File: src/rtl/errlog_pkg.sv
package errlog_pkg;

    localparam int WORD_W = 32;

    // register bus addresses
    localparam logic [3:0] A_UNC_STS  = 4'h0;
    localparam logic [3:0] A_UNC_MSK  = 4'h1;
    localparam logic [3:0] A_UNC_SEV  = 4'h2;
    localparam logic [3:0] A_COR_STS  = 4'h3;
    localparam logic [3:0] A_COR_MSK  = 4'h4;
    localparam logic [3:0] A_FEP      = 4'h5;
    localparam logic [3:0] A_ROOT_STS = 4'h6;
    localparam logic [3:0] A_RPT_EN   = 4'h7;
    localparam logic [3:0] A_HDR0     = 4'h8;

    // uncorrectable event bit meanings
    localparam int UNC_DLL   = 0;
    localparam int UNC_MALF  = 1;
    localparam int UNC_RXOVF = 2;
    localparam int UNC_INTL  = 3;

    // root status bits
    localparam int ROOT_COR      = 0;
    localparam int ROOT_NONFATAL = 1;
    localparam int ROOT_FATAL    = 2;
    localparam int ROOT_W        = 3;

endpackage

File: src/rtl/errlog_status.sv
module errlog_status #(
    parameter int W = 8
) (
    input  logic         clk,
    input  logic         rst_n,
    input  logic [W-1:0] evt_i,
    input  logic [W-1:0] mask_i,
    input  logic [W-1:0] clr_i,
    output logic [W-1:0] sts_o,
    output logic         flag_o
);

    typedef struct packed {
        logic [W-1:0] sts;
        logic         flag;
    } st_t;

    st_t st_d, st_q;

    always_comb begin
        st_d      = st_q;
        // a new event wins over a same-cycle clear
        st_d.sts  = (st_q.sts & ~clr_i) | (evt_i & ~mask_i);
        st_d.flag = |st_q.sts;
    end

    always_ff @(posedge clk or negedge rst_n) begin
        if (!rst_n) st_q <= '0;
        else        st_q <= st_d;
    end

    assign sts_o  = st_q.sts;
    assign flag_o = st_q.flag;

    // a set bit survives unless a clear hits it
    p_sticky_r2: assert property (@(posedge clk) disable iff (!rst_n)
        ((st_q.sts & ~clr_i) != '0) |=>
        ((st_q.sts & $past(st_q.sts & ~clr_i)) == $past(st_q.sts & ~clr_i)));

    // newly set bits come only from unmasked events
    p_masked_r4: assert property (@(posedge clk) disable iff (!rst_n)
        ((st_q.sts & ~$past(st_q.sts) & ~$past(evt_i & ~mask_i)) == '0));

    // flag follows a nonzero status one cycle later
    p_flag_r6: assert property (@(posedge clk) disable iff (!rst_n)
        (st_q.sts != '0) |=> flag_o);

endmodule

File: src/rtl/errlog_capture.sv
module errlog_capture #(
    parameter int W     = 8,
    parameter int HDR_W = 128,
    parameter int IDX_W = (W > 1) ? $clog2(W) : 1
) (
    input  logic             clk,
    input  logic             rst_n,
    input  logic [W-1:0]     new_i,
    input  logic             pending_i,
    input  logic             hdr_vld_i,
    input  logic [HDR_W-1:0] hdr_i,
    output logic [IDX_W-1:0] fep_o,
    output logic [HDR_W-1:0] hdr_o
);

    typedef struct packed {
        logic [IDX_W-1:0] fep;
        logic [HDR_W-1:0] hdr;
    } cap_t;

    cap_t cap_d, cap_q;
    logic [IDX_W-1:0] low_idx;

    always_comb begin
        low_idx = '0;
        for (int i = W - 1; i >= 0; i--) begin
            if (new_i[i]) low_idx = IDX_W'(i);
        end
        cap_d = cap_q;
        if ((|new_i) && !pending_i) begin
            cap_d.fep = low_idx;
            cap_d.hdr = hdr_vld_i ? hdr_i : '0;
        end
    end

    always_ff @(posedge clk or negedge rst_n) begin
        if (!rst_n) cap_q <= '0;
        else        cap_q <= cap_d;
    end

    assign fep_o = cap_q.fep;
    assign hdr_o = cap_q.hdr;

    // nothing is recaptured while an earlier error is pending
    p_hold_r7: assert property (@(posedge clk) disable iff (!rst_n)
        pending_i |=> ($stable(hdr_o) && $stable(fep_o)));

endmodule

File: src/rtl/pcie_err_logger.sv
module pcie_err_logger
    import errlog_pkg::*;
#(
    parameter int UNC_W = 8,
    parameter int COR_W = 4,
    parameter int HDR_W = 128
) (
    input  logic             clk,
    input  logic             rst_n,
    input  logic [UNC_W-1:0] unc_evt_i,
    input  logic [COR_W-1:0] cor_evt_i,
    input  logic             poison_evt_i,
    input  logic             hdr_vld_i,
    input  logic [HDR_W-1:0] hdr_i,
    input  logic [3:0]       bus_addr_i,
    input  logic             bus_wr_i,
    input  logic             bus_rd_i,
    input  logic [31:0]      bus_wdata_i,
    output logic [31:0]      bus_rdata_o,
    output logic             unc_flag_o,
    output logic             cor_flag_o,
    output logic             root_flag_o,
    output logic [UNC_W-1:0] rt_unc_o,
    output logic [COR_W-1:0] rt_cor_o,
    output logic             rt_poison_o
);

    localparam int IDX_W     = (UNC_W > 1) ? $clog2(UNC_W) : 1;
    localparam int HDR_WORDS = HDR_W / WORD_W;

    typedef struct packed {
        logic [UNC_W-1:0]  unc_msk;
        logic [UNC_W-1:0]  unc_sev;
        logic [COR_W-1:0]  cor_msk;
        logic [ROOT_W-1:0] rpt_en;
        logic [31:0]       rdata;
        logic [UNC_W-1:0]  rt_unc;
        logic [COR_W-1:0]  rt_cor;
        logic              rt_poison;
    } regs_t;

    regs_t r_d, r_q;

    logic [UNC_W-1:0]  unc_sts, unc_clr, unc_new;
    logic [COR_W-1:0]  cor_sts, cor_clr;
    logic [ROOT_W-1:0] root_sts, root_clr, root_evt;
    logic [IDX_W-1:0]  fep;
    logic [HDR_W-1:0]  hdr_log;
    logic              unc_pending;
    logic              unused_wdata;

    assign unused_wdata = ^bus_wdata_i;

    always_comb begin
        unc_new     = unc_evt_i & ~r_q.unc_msk;
        unc_pending = |(unc_sts & ~r_q.unc_msk);
        unc_clr     = (bus_wr_i && bus_addr_i == A_UNC_STS)  ? bus_wdata_i[UNC_W-1:0]  : '0;
        cor_clr     = (bus_wr_i && bus_addr_i == A_COR_STS)  ? bus_wdata_i[COR_W-1:0]  : '0;
        root_clr    = (bus_wr_i && bus_addr_i == A_ROOT_STS) ? bus_wdata_i[ROOT_W-1:0] : '0;
        root_evt                = '0;
        root_evt[ROOT_COR]      = |(cor_evt_i & ~r_q.cor_msk);
        root_evt[ROOT_NONFATAL] = |(unc_new & ~r_q.unc_sev);
        root_evt[ROOT_FATAL]    = |(unc_new & r_q.unc_sev);
    end

    always_comb begin
        r_d           = r_q;
        r_d.rt_unc    = unc_evt_i;
        r_d.rt_cor    = cor_evt_i;
        r_d.rt_poison = poison_evt_i;
        if (bus_wr_i) begin
            case (bus_addr_i)
                A_UNC_MSK: r_d.unc_msk = bus_wdata_i[UNC_W-1:0];
                A_UNC_SEV: r_d.unc_sev = bus_wdata_i[UNC_W-1:0];
                A_COR_MSK: r_d.cor_msk = bus_wdata_i[COR_W-1:0];
                A_RPT_EN:  r_d.rpt_en  = bus_wdata_i[ROOT_W-1:0];
                default:   ;
            endcase
        end
        r_d.rdata = '0;
        if (bus_rd_i) begin
            case (bus_addr_i)
                A_UNC_STS:  r_d.rdata = 32'(unc_sts);
                A_UNC_MSK:  r_d.rdata = 32'(r_q.unc_msk);
                A_UNC_SEV:  r_d.rdata = 32'(r_q.unc_sev);
                A_COR_STS:  r_d.rdata = 32'(cor_sts);
                A_COR_MSK:  r_d.rdata = 32'(r_q.cor_msk);
                A_FEP:      r_d.rdata = 32'(fep);
                A_ROOT_STS: r_d.rdata = 32'(root_sts);
                A_RPT_EN:   r_d.rdata = 32'(r_q.rpt_en);
                default: begin
                    for (int k = 0; k < HDR_WORDS; k++) begin
                        if (bus_addr_i == 4'(A_HDR0 + k))
                            r_d.rdata = hdr_log[WORD_W*k +: WORD_W];
                    end
                end
            endcase
        end
    end

    always_ff @(posedge clk or negedge rst_n) begin
        if (!rst_n) r_q <= '0;
        else        r_q <= r_d;
    end

    errlog_status #(.W(UNC_W)) u_unc (
        .clk(clk), .rst_n(rst_n), .evt_i(unc_evt_i), .mask_i(r_q.unc_msk),
        .clr_i(unc_clr), .sts_o(unc_sts), .flag_o(unc_flag_o));

    errlog_status #(.W(COR_W)) u_cor (
        .clk(clk), .rst_n(rst_n), .evt_i(cor_evt_i), .mask_i(r_q.cor_msk),
        .clr_i(cor_clr), .sts_o(cor_sts), .flag_o(cor_flag_o));

    errlog_status #(.W(ROOT_W)) u_root (
        .clk(clk), .rst_n(rst_n), .evt_i(root_evt), .mask_i(~r_q.rpt_en),
        .clr_i(root_clr), .sts_o(root_sts), .flag_o(root_flag_o));

    errlog_capture #(.W(UNC_W), .HDR_W(HDR_W), .IDX_W(IDX_W)) u_cap (
        .clk(clk), .rst_n(rst_n), .new_i(unc_new), .pending_i(unc_pending),
        .hdr_vld_i(hdr_vld_i), .hdr_i(hdr_i), .fep_o(fep), .hdr_o(hdr_log));

    assign bus_rdata_o = r_q.rdata;
    assign rt_unc_o    = r_q.rt_unc;
    assign rt_cor_o    = r_q.rt_cor;
    assign rt_poison_o = r_q.rt_poison;

    // real-time pulses track the raw events regardless of the mask
    p_rt_r5: assert property (@(posedge clk) disable iff (!rst_n)
        (rt_unc_o == $past(unc_evt_i)) && (rt_cor_o == $past(cor_evt_i)));

    // a lone poisoned pulse leaves uncorrectable status alone
    p_poison_r8: assert property (@(posedge clk) disable iff (!rst_n)
        (poison_evt_i && unc_evt_i == '0 && !bus_wr_i) |=> (unc_sts == $past(unc_sts)));

endmodule

File: config.mk
export PLATFORM = sky130hd
export DESIGN_NAME = pcie_err_logger
export DESIGN_NICKNAME = d
export VERILOG_FILES = /design/src/rtl/errlog_pkg.sv /design/src/rtl/errlog_status.sv /design/src/rtl/errlog_capture.sv /design/src/rtl/pcie_err_logger.sv
export SDC_FILE = /design/constraint.sdc
export NUM_CORES = 1
export LEC_CHECK = 0
export BUFFER_PORTS_ARGS = -buffer_cell sky130_fd_sc_hd__buf_2
export CAP_MARGIN = 20
export CORE_ASPECT_RATIO = 1.1
export CORE_MARGIN = 2
export CORE_UTILIZATION = 30
export CTS_CLUSTER_SIZE = 8
export DETAILED_ROUTE_END_ITERATION = 10
export GPL_ROUTABILITY_DRIVEN = 1
export GPL_TIMING_DRIVEN = 0
export HOLD_SLACK_MARGIN = 0.06
export PLACE_DENSITY_LB_ADDON = 0.1
export SYNTH_ARGS = -nofsm -noshare
export SYNTH_HDL_FRONTEND = slang
export SYNTH_SLANG_ARGS = --single-unit
File: constraint.sdc
create_clock -name clk -period 4 [get_ports clk]
set_clock_uncertainty 0.15 [all_clocks]
set_input_delay 0.8 -clock clk [delete_from_list [all_inputs] [get_ports clk]]
set_output_delay 0.8 -clock clk [all_outputs]
set_load 0.01 [all_outputs]
==> results of run 1 <==
## stage by stage
stage	setup TNS, ns	cells	hold slack [ns]	cell area (sq um)
global placement	-492.35	1657	0.3146	12320
floorplan	0	975	0.3009	10720
finish	0	1697	0.2057	13220
CTS	0	1696	0.1765	13210
global route	0	1696	0.1787	13210
detailed placement	0	1659	0.3256	12390
## state kept, by name, summed over array words and instances, names as in the netlist
signal and count:
rt_unc_o 8, bus_rdata_o 32, u_root.flag_o 1, u_cor.sts_o 4
u_unc.sts_o 8, rt_cor_o 4, u_unc.flag_o 1, u_cap.fep_o 3
rt_poison_o 1, u_cor.flag_o 1, u_cap.hdr_o 128, r_q 23
u_root.sts_o 3
## worst reg2reg max path, cell delays in order (launching register included)
cell and delay [ns]:
dfrtp_1 0.45, nor2b_1 0.38, nor4_4 0.11, a211oi_4 0.56
buf_8 0.27, buf_8 0.21, mux2i_1 0.23
## final cells by class
type / count / area (sq um)
inverter: 135 / 506.7
sequential: 217 / 5430
clock buffer: 36 / 814.5
timing repair buffer: 204 / 1081
antenna: 1 / 2.502
multi-input combinational: 525 / 4083
tap: 481 / 601.8
fill: 3542 / 22010
buffer: 98 / 695.7
## final timing paths
kind	from	endpoint	slack, ns	cells after the start
max	bus_addr_i[2]	bus_rdata_o[19]	1.43	5
min	poison_evt_i	rt_poison_o	0.21	1
max reg2reg	r_q[63]	u_cap.hdr_o[96]	1.56	6
min reg2reg	u_cap.fep_o[0]	u_cap.fep_o[0]	0.33	1
max in group asynchronous	rst_n	u_cap.hdr_o[110]	2.26	3
min in group asynchronous	rst_n	rt_unc_o[2]	0.58	2
## routing by layer
metal  part of all wire (%)  up-vias  wire length, um  track usage (%)
met2                     48      184            15920            29.82
met1                     45     3707            14960            24.33
met5                  0.036        -               12                0
li1                       -     3651                -                -
met3                    4.3       45             1417            2.505
met4                    2.1        2              691            4.343
## layout by cell type (no fill, tap or decap), types with 3 or more instances in the layout
cell	count
o31ai_1	4
clkbuf_16	31
a211oi_1	3
o21ai_0	8
a221oi_1	3
nor2_1	4
nor2b_1	28
a22oi_1	4
nor3_1	5
buf_2	216
nand3_1	5
a31oi_1	5
a21oi_1	5
nand2b_1	18
a21o_1	7
a2bb2oi_1	7
o22ai_1	7
mux2_2	16
and3_1	12
mux2i_1	147
nand2_1	156
mux2_1	10
buf_8	12
inv_1	133
dfrtp_1	217
or4_1	3
buf_4	47
clkbuf_1	26
a21bo_2	4
nand4_1	3
o2bb2ai_1	3
o211ai_1	7
a22o_1	3
mux4_2	22
## cells in the mapped netlist (12+ instances only)
| cell type | n |
|---|---|
| and3_1 | 12 |
| buf_2 | 16 |
| buf_4 | 47 |
| clkbuf_1 | 23 |
| dfrtp_1 | 217 |
| inv_1 | 133 |
| mux2_2 | 16 |
| mux2i_1 | 147 |
| mux4_2 | 22 |
| nand2_1 | 156 |
| nand2b_1 | 18 |
| nor2b_1 | 28 |
## repair_timing
| item | in CTS | in global routing |
|---|---|---|
| hold buffers | 1 | 0 |
| setup endpoints to repair | 0 | 0 |
| hold endpoints to repair | 32 | 0 |
## logic make-up (layout without fill, tap and decap cells)
logic type      Yosys count  after routing  synth area share, %
simple gates            248            248                11.14
buf+inv                 233            473                11.22
flops                   217            217                50.68
mux                     195            195                21.09
compound gates           82             82                5.874
other cells               0              1                    0
## where the power goes
group	internal [uW]	switching [uW]	leakage [uW]
sequential	2350	117	0.00271
combinational	322	370	0.00301
clock	1390	938	0.000400
total	4060	1420	0.00612
==> results.tsv, run 1 <==
stage	metric	value	unit
synthesis	ys flop type	dfrtp_1	
synthesis	top post-synthesis cells by area	dfrtp_1 51%, mux2i_1 14%, nand2_1 5.5%	
hold_path	Hold Crit Class	input pin to flop	
drt	Initial DRC Count	303	
placement	dpl ws	0.8871	ns
sta	final setup fails	0	
critical_path	Largest stage delay, worst path	0.71	ns
clock_tree	clk sink count	217	
critical_path	CP max FO	10	
floorplanning	DIE HEIGHT	202.2	um
floorplanning	Rows	72	
critical_path	Worst Path Buf+Inv	3	
sta	worst-margin pin slew	0.7675	ns
clock_tree	CTS tree	yes	
global_routing	global route overflow	0	
clock_tree	clk_lat worst skew	0.55	ns
clock_tree	cts bufs inserted	31	
critical_path	critical-path cell list	buf_2 -> clkinv_1 -> nand3_1 -> clkbuf_1 -> nor2b_1	
global_routing	initial antenna violation count	2	
layout	fraction of layout cells with a size suffix above 1	29.79	%
floorplanning	chip width	184.2	um
critical_path	CP Launch Type	input pin	
sta	FMAX	389.8	MHz
floorplanning	Die Area	37250	sq um
synthesis	Async SR Flop Fraction	100.0	%
clock_tree	CTS resizes	0	
clock_tree	Max Buffers Root-to-Sink	3	
global_routing	first-pass GRT wire length	49420	um
drt	DR DRC count	0	
synthesis	Post-synth EDFFs	0	
global_routing	largest net degree at the start of global routing	103	
synthesis	largest area contributor in the netlist	dfrtp_1	
power_and_ir_drop	Tot Pwr	5485	uW
drt	vias	7589	
synthesis	Seq/Total Area, Yosys	50.68	%
synthesis	Yosys top cell area share	50.68	%
sta	Pins Over Slew Limit	0	
run	max-cap violations	0	
synthesis	Netlist Area Pre-Place	10720	sq um
drt	routed len/inst	19.45	um
placement	hpwl dp	23520	um
placement	Final GP Congestion	0.7997	
layout	Layout area overhead	23.33	%
drt	TritonRoute pass-1 iters	5	
global_routing	GR Util All Layers	17.82	%
drt	Via density	4.472	
sta	Hold Violations, Final	0	
power_and_ir_drop	Lkg Pwr	0.006118	uW
global_routing	vias in the first global route	7908	
sta	Final min period	2.566	ns
sta	RSZ-0062 raised after global routing	no	
critical_path	required time worst endpoint	4.24	ns
critical_path	cell family with most CP delay	buffers and inverters	
floorplanning	Core Area	35220	sq um
floorplanning	Initial Util	30.42	%
power_and_ir_drop	maximum vdd drop	0.2885	mV
critical_path	Crit Path Class	input pin to flop	
synthesis	synth unique cells	57	
placement	number of port buffers	201	
synthesis	#FFs+latches synth	217	
status	status	finished clean	
critical_path	crit end category	flop	
power_and_ir_drop	PwrDens	415.0	nW/um^2
synthesis	Mapped Cells	975	
floorplanning	Ports	230	
sta	worst rel slew slack	48.69	%
critical_path	CP Data Arrival Time	2.80	ns
clock_tree	CTS root buf	clkbuf_16	
synthesis	YS warnings	0	
drt	routed wire length	33000	um
sta	fin crit share	64.14	%
layout	fin util	37.52	%
drt	post-route ant nets	0	
clock_tree	Setup Buffers After CTS	0	
synthesis	Mapped Nets	1157	
synthesis	Avg Inst Size Synth	10.99	sq um
sta	fin worst setup slack	1.435	ns
layout	Post-layout nets	1394	
clock_tree	clock slew at reported path FFs	0.05	ns
critical_path	slowest cell on the critical path	nand3_1	
clock_tree	H-tree Lvls	1	
(Power assumes the default switching activity.)
==> run 2: changes to the inputs <==
clock period = 2.5 ns   (was 4 ns; I/O delays follow)
==> results.tsv, run 2 (synthesis results as in run 1) <==
stage	metric	value	unit
sta	Pins Over Slew Limit	0	
critical_path	Worst Path Buf+Inv	3	
layout	fraction of layout cells with a size suffix above 1	27.62	%
clock_tree	cts bufs inserted	31	
drt	vias	7994	
placement	hpwl dp	23520	um
drt	Via density	4.441	
clock_tree	H-tree Lvls	1	
drt	routed len/inst	18.61	um
sta	aggregate negative setup slack	0	ns
clock_tree	clock slew at reported path FFs	0.05	ns
power_and_ir_drop	Lkg Pwr	0.006553	uW
hold_path	Hold Crit Class	input pin to flop	
sta	fin crit share	90.26	%
drt	TritonRoute pass-1 iters	4	
sta	RSZ-0062 raised after global routing	no	
global_routing	GR Util All Layers	18.14	%
global_routing	global route overflow	0	
critical_path	Crit Path Class	input pin to flop	
placement	Final GP Congestion	0.7997	
critical_path	Largest stage delay, worst path	0.70	ns
critical_path	slowest cell on the critical path	nand3_1	
critical_path	Critical Path Stages	5	
drt	post-route ant nets	0	
sta	Final min period	2.257	ns
sta	worst-margin pin slew	0.7572	ns
sta	final setup fails	0	
sta	Hold Violations, Final	0	
layout	Largest register FFs	128	
placement	number of port buffers	201	
critical_path	crit end category	flop	
drt	DR DRC count	0	
critical_path	required time worst endpoint	2.74	ns
run	max-cap violations	0	
critical_path	CP Launch Type	input pin	
critical_path	CP Data Arrival Time	2.50	ns
global_routing	largest net degree at the start of global routing	103	
status	status	finished clean	
critical_path	CP max FO	10	
power_and_ir_drop	maximum vdd drop	0.4613	mV
sta	FMAX	443.1	MHz
global_routing	initial antenna violation count	0	
hold_path	Worst Hold Path Cells	3	
layout	Post-layout nets	1497	
global_routing	vias in the first global route	8277	
clock_tree	CTS root buf	clkbuf_16	
drt	Initial DRC Count	308	
critical_path	cell family with most CP delay	buffers and inverters	
sta	hold_ws	0.07560	ns
power_and_ir_drop	Tot Pwr	8896	uW
floorplanning	DIE HEIGHT	202.2	um
floorplanning	Initial Util	30.42	%
critical_path	r2r worst-path depth	7	
floorplanning	chip width	184.2	um
global_routing	first-pass GRT wire length	50600	um
clock_tree	Max Buffers Root-to-Sink	3	
layout	Post-Layout Cell Count	1800	
clock_tree	clk_lat worst skew	0.55	ns
critical_path	critical-path cell list	buf_2 -> clkinv_1 -> nand3_1 -> clkbuf_1 -> nor2b_1	
layout	most common cell after layout, fill and taps aside	dfrtp_1	
floorplanning	Core Area	35220	sq um
floorplanning	Rows	72	
layout	most frequent cells in the layout	217 x dfrtp_1, 216 x buf_2, 156 x nand2_1	
sta	worst rel slew slack	49.38	%
placement	DP Cell Count	1659	
clock_tree	clk sink count	217	
floorplanning	Ports	230	
power_and_ir_drop	PwrDens	624.1	nW/um^2
drt	routed wire length	33490	um
clock_tree	CTS tree	yes	
layout	Layout area overhead	33.02	%
clock_tree	CTS resizes	0	
floorplanning	Die Area	37250	sq um
## run 2: worst paths after layout
path | startpoint | endpoint | slack, ns
max in group asynchronous | rst_n | u_cap.hdr_o[110] | 1.07
min | hdr_i[38] | u_cap.hdr_o[38] | 0.08
min in group asynchronous | rst_n | rt_unc_o[2] | 0.28
max reg2reg | r_q[63] | u_cap.hdr_o[96] | 0.24
max | bus_addr_i[2] | bus_rdata_o[19] | 0.24
min reg2reg | u_cap.fep_o[0] | u_cap.fep_o[0] | 0.33
## run 2: metal layers
layer / GRT usage (%) / vias to the layer above / share of wire [%]
li1: - / 3855 / -
met1: 24.67 / 3891 / 45
met2: 30.97 / 203 / 49
met3: 2.090 / 45 / 4.2
met4: 4.057 / 0 / 1.9
met5: 0 / - / 0
## run 2: worst min-delay path: stages
cell	delay, ns
buf_2	0.11
nand2_1	0.05
mux2i_1	0.06
## run 2: report_power, final
| part | total [uW] | internal [uW] | leakage, uW | switching (uW) |
|---|---|---|---|---|
| combinational | 1230 | 617 | 0.00344 | 614 |
| sequential | 3940 | 3750 | 0.00271 | 186 |
| clock | 3720 | 2230 | 0.000400 | 1500 |
## run 2: what timing repair did
action | CTS | global route
hold endpoints to repair | 136 | 0
hold buffers | 102 | 0
endpoints found under the setup margin | 0 | 88
buffers inserted | 0 | 2
## run 2: metrics by stage
| stage | instance area [sq um] | utilization (%) | worst slack (ns) |
|---|---|---|---|
| 5_1_grt | 14250 | 40.46 | 0.1177 |
| 2_1_floorplan | 10720 | - | 0.5299 |
| 6_report | 14250 | 40.47 | 0.2434 |
| 3_5_place_dp | 12390 | 35.17 | -0.3129 |
| 3_3_place_gp | 12320 | 34.99 | -3.499 |
| 4_1_cts | 14220 | 40.38 | 0.01622 |
## run 2: final cells by class
type / instances / area (sq um)
diodes: 1 / 2.502
plain buffers: 98 / 695.7
clock buffers: 36 / 814.5
fillers: 3450 / 20970
inverters: 135 / 506.7
multi-input cells: 525 / 4083
flip-flops and latches: 217 / 5430
well taps: 481 / 601.8
repair buffers: 307 / 2120
==> run 3: changes to the inputs <==
CORE_ASPECT_RATIO = default   (was 1.1)
CORE_MARGIN = default   (was 2)
==> results.tsv, run 3 (synthesis results as in run 1) <==
stage	metric	value	unit
placement	Final GP Congestion	0.8002	
drt	vias	8056	
power_and_ir_drop	Lkg Pwr	0.006631	uW
critical_path	cell family with most CP delay	buffers and inverters	
sta	Pins Over Slew Limit	0	
global_routing	global route overflow	0	
critical_path	CP Launch Type	input pin	
sta	worst-margin pin slew	0.7838	ns
power_and_ir_drop	PwrDens	617.1	nW/um^2
hold_path	Hold Startpoint	hdr_i[16]	
global_routing	initial antenna violation count	2	
critical_path	crit end category	flop	
sta	FMAX	437.3	MHz
drt	post-route ant nets	0	
status	status	finished clean	
sta	Hold Violations, Final	0	
clock_tree	CTS root buf	clkbuf_16	
global_routing	vias in the first global route	8370	
clock_tree	clk_lat worst skew	0.54	ns
clock_tree	clk sink count	217	
clock_tree	H-tree Lvls	1	
power_and_ir_drop	maximum vdd drop	0.4987	mV
drt	Via density	4.496	
critical_path	r2r worst-path depth	7	
hold_path	Worst Hold Path Cells	3	
layout	Layout area overhead	34.38	%
drt	routed len/inst	18.65	um
layout	fraction of layout cells with a size suffix above 1	27.30	%
clock_tree	cts bufs inserted	31	
critical_path	Worst Path Buf+Inv	5	
floorplanning	Rows	68	
hold_path	Worst Hold End	u_cap.hdr_o[16]	
layout	most frequent cells in the layout	217 x dfrtp_1, 216 x buf_2, 156 x nand2_1	
sta	final setup fails	0	
hold_path	Hold Crit Class	input pin to flop	
run	max-cap violations	0	
critical_path	CP Data Arrival Time	2.59	ns
sta	hold_ws	0.07760	ns
floorplanning	DIE HEIGHT	191.0	um
floorplanning	chip width	191.0	um
floorplanning	Die Area	36480	sq um
global_routing	largest net degree at the start of global routing	110	
layout	Post-layout nets	1516	
layout	n_diodes	0	
critical_path	r2r setup slk	0.33	ns
drt	TritonRoute pass-1 iters	5	
critical_path	critical path's most frequent cell	buf_8	
floorplanning	Core Area	34880	sq um
critical_path	critical-path cell list	dlygate4sd3_1 -> buf_2 -> nor2b_1 -> nor4_4 -> a211oi_4 -> buf_4 -> buf_8 -> buf_8 -> mux2i_1	
critical_path	CP max FO	10	
drt	DR DRC count	0	
placement	number of port buffers	201	
global_routing	GR Util All Layers	18.63	%
layout	Largest register FFs	128	
critical_path	Crit Path Class	input pin to flop	
critical_path	Largest stage delay, worst path	0.52	ns
clock_tree	clock slew at reported path FFs	0.05	ns
drt	Initial DRC Count	337	
placement	hpwl dp	23240	um
critical_path	FF-to-FF Start	r_q[65]	
floorplanning	Initial Util	30.72	%
global_routing	first-pass GRT wire length	50520	um
clock_tree	Max Buffers Root-to-Sink	3	
placement	dpl ws	-0.3626	ns
layout	most common cell after layout, fill and taps aside	dfrtp_1	
drt	routed wire length	33420	um
sta	fin worst setup slack	0.2131	ns
sta	fin crit share	91.47	%
clock_tree	CTS tree	yes	
floorplanning	Ports	230	
critical_path	required time worst endpoint	2.80	ns
sta	worst rel slew slack	47.60	%
critical_path	R2R Path End	u_cap.hdr_o[38]	
sta	Final min period	2.287	ns
sta	RSZ-0062 raised after global routing	no	
critical_path	slowest cell on the critical path	dlygate4sd3_1	
## run 3: cell types whose count changed in the layout (fill, tap and decap cells not counted), sizes merged
cell         change
diode            -1
dlygate4sd3     +19
## run 3: metrics by stage
stage	setup TNS, ns	util, %	total power, uW	cell area [sq um]	instances
6_report	0	41.28	8885	14400	1792
5_1_grt	0	41.28	9325	14400	1792
4_1_cts	0	41.23	9046	14380	1790
3_5_place_dp	-3.112	35.42	5114	12360	1633
3_3_place_gp	-762.95	35.23	5097	12290	1631
2_1_floorplan	0	-	4580	10720	975
## run 3: what timing repair did
| item | in CTS | in global routing |
|---|---|---|
| resized for setup | 0 | 1 |
| hold buffers | 121 | 0 |
| endpoints found under the hold margin | 231 | 0 |
| setup buffers | 0 | 2 |
| setup endpoints to repair | 0 | 101 |
## run 3: worst max path at each step
stage / cells past startpoint / startpoint / to
floorplan: 5 / unc_evt_i[3] / u_cap.fep_o[0]
global placement: 1 / rst_n / u_cap.hdr_o[83]
detailed placement: 5 / bus_addr_i[2] / bus_rdata_o[18]
CTS: 8 / unc_evt_i[3] / u_cap.hdr_o[122]
global route: 5 / bus_addr_i[2] / bus_rdata_o[18]
finish: 9 / unc_evt_i[6] / u_cap.hdr_o[38]
## run 3: metal layers
metal	wire length, um	GRT usage (%)	part of all wire (%)	up-vias
met2	15290	29.70	46	224
li1	-	-	-	3892
met5	13	0	0.039	-
met1	15880	26.24	48	3899
met4	600	4.338	1.8	2
met3	1632	3.103	4.9	39
## run 3: final cells by class
class                      count  area (sq um)
tap                          455         569.3
sequential                   217          5430
buffer                        98         695.7
multi-input combinational    525          4085
timing repair buffer         326          2297
clock buffer                  36         814.5
inverter                     135         506.7
fill                        3472         20480
## run 3: tightest hold or removal path: cells and delay by family
kind                   cells  cell delay (ns)
multiplexers               1             0.06
AND/OR/NAND/NOR            1             0.05
buffers and inverters      1             0.11
## run 3: power breakdown
| part | switching [uW] | total (uW) | internal [uW] |
|---|---|---|---|
| registers | 190 | 3950 | 3760 |
| clock network | 1470 | 3690 | 2230 |
| logic | 609 | 1250 | 637 |
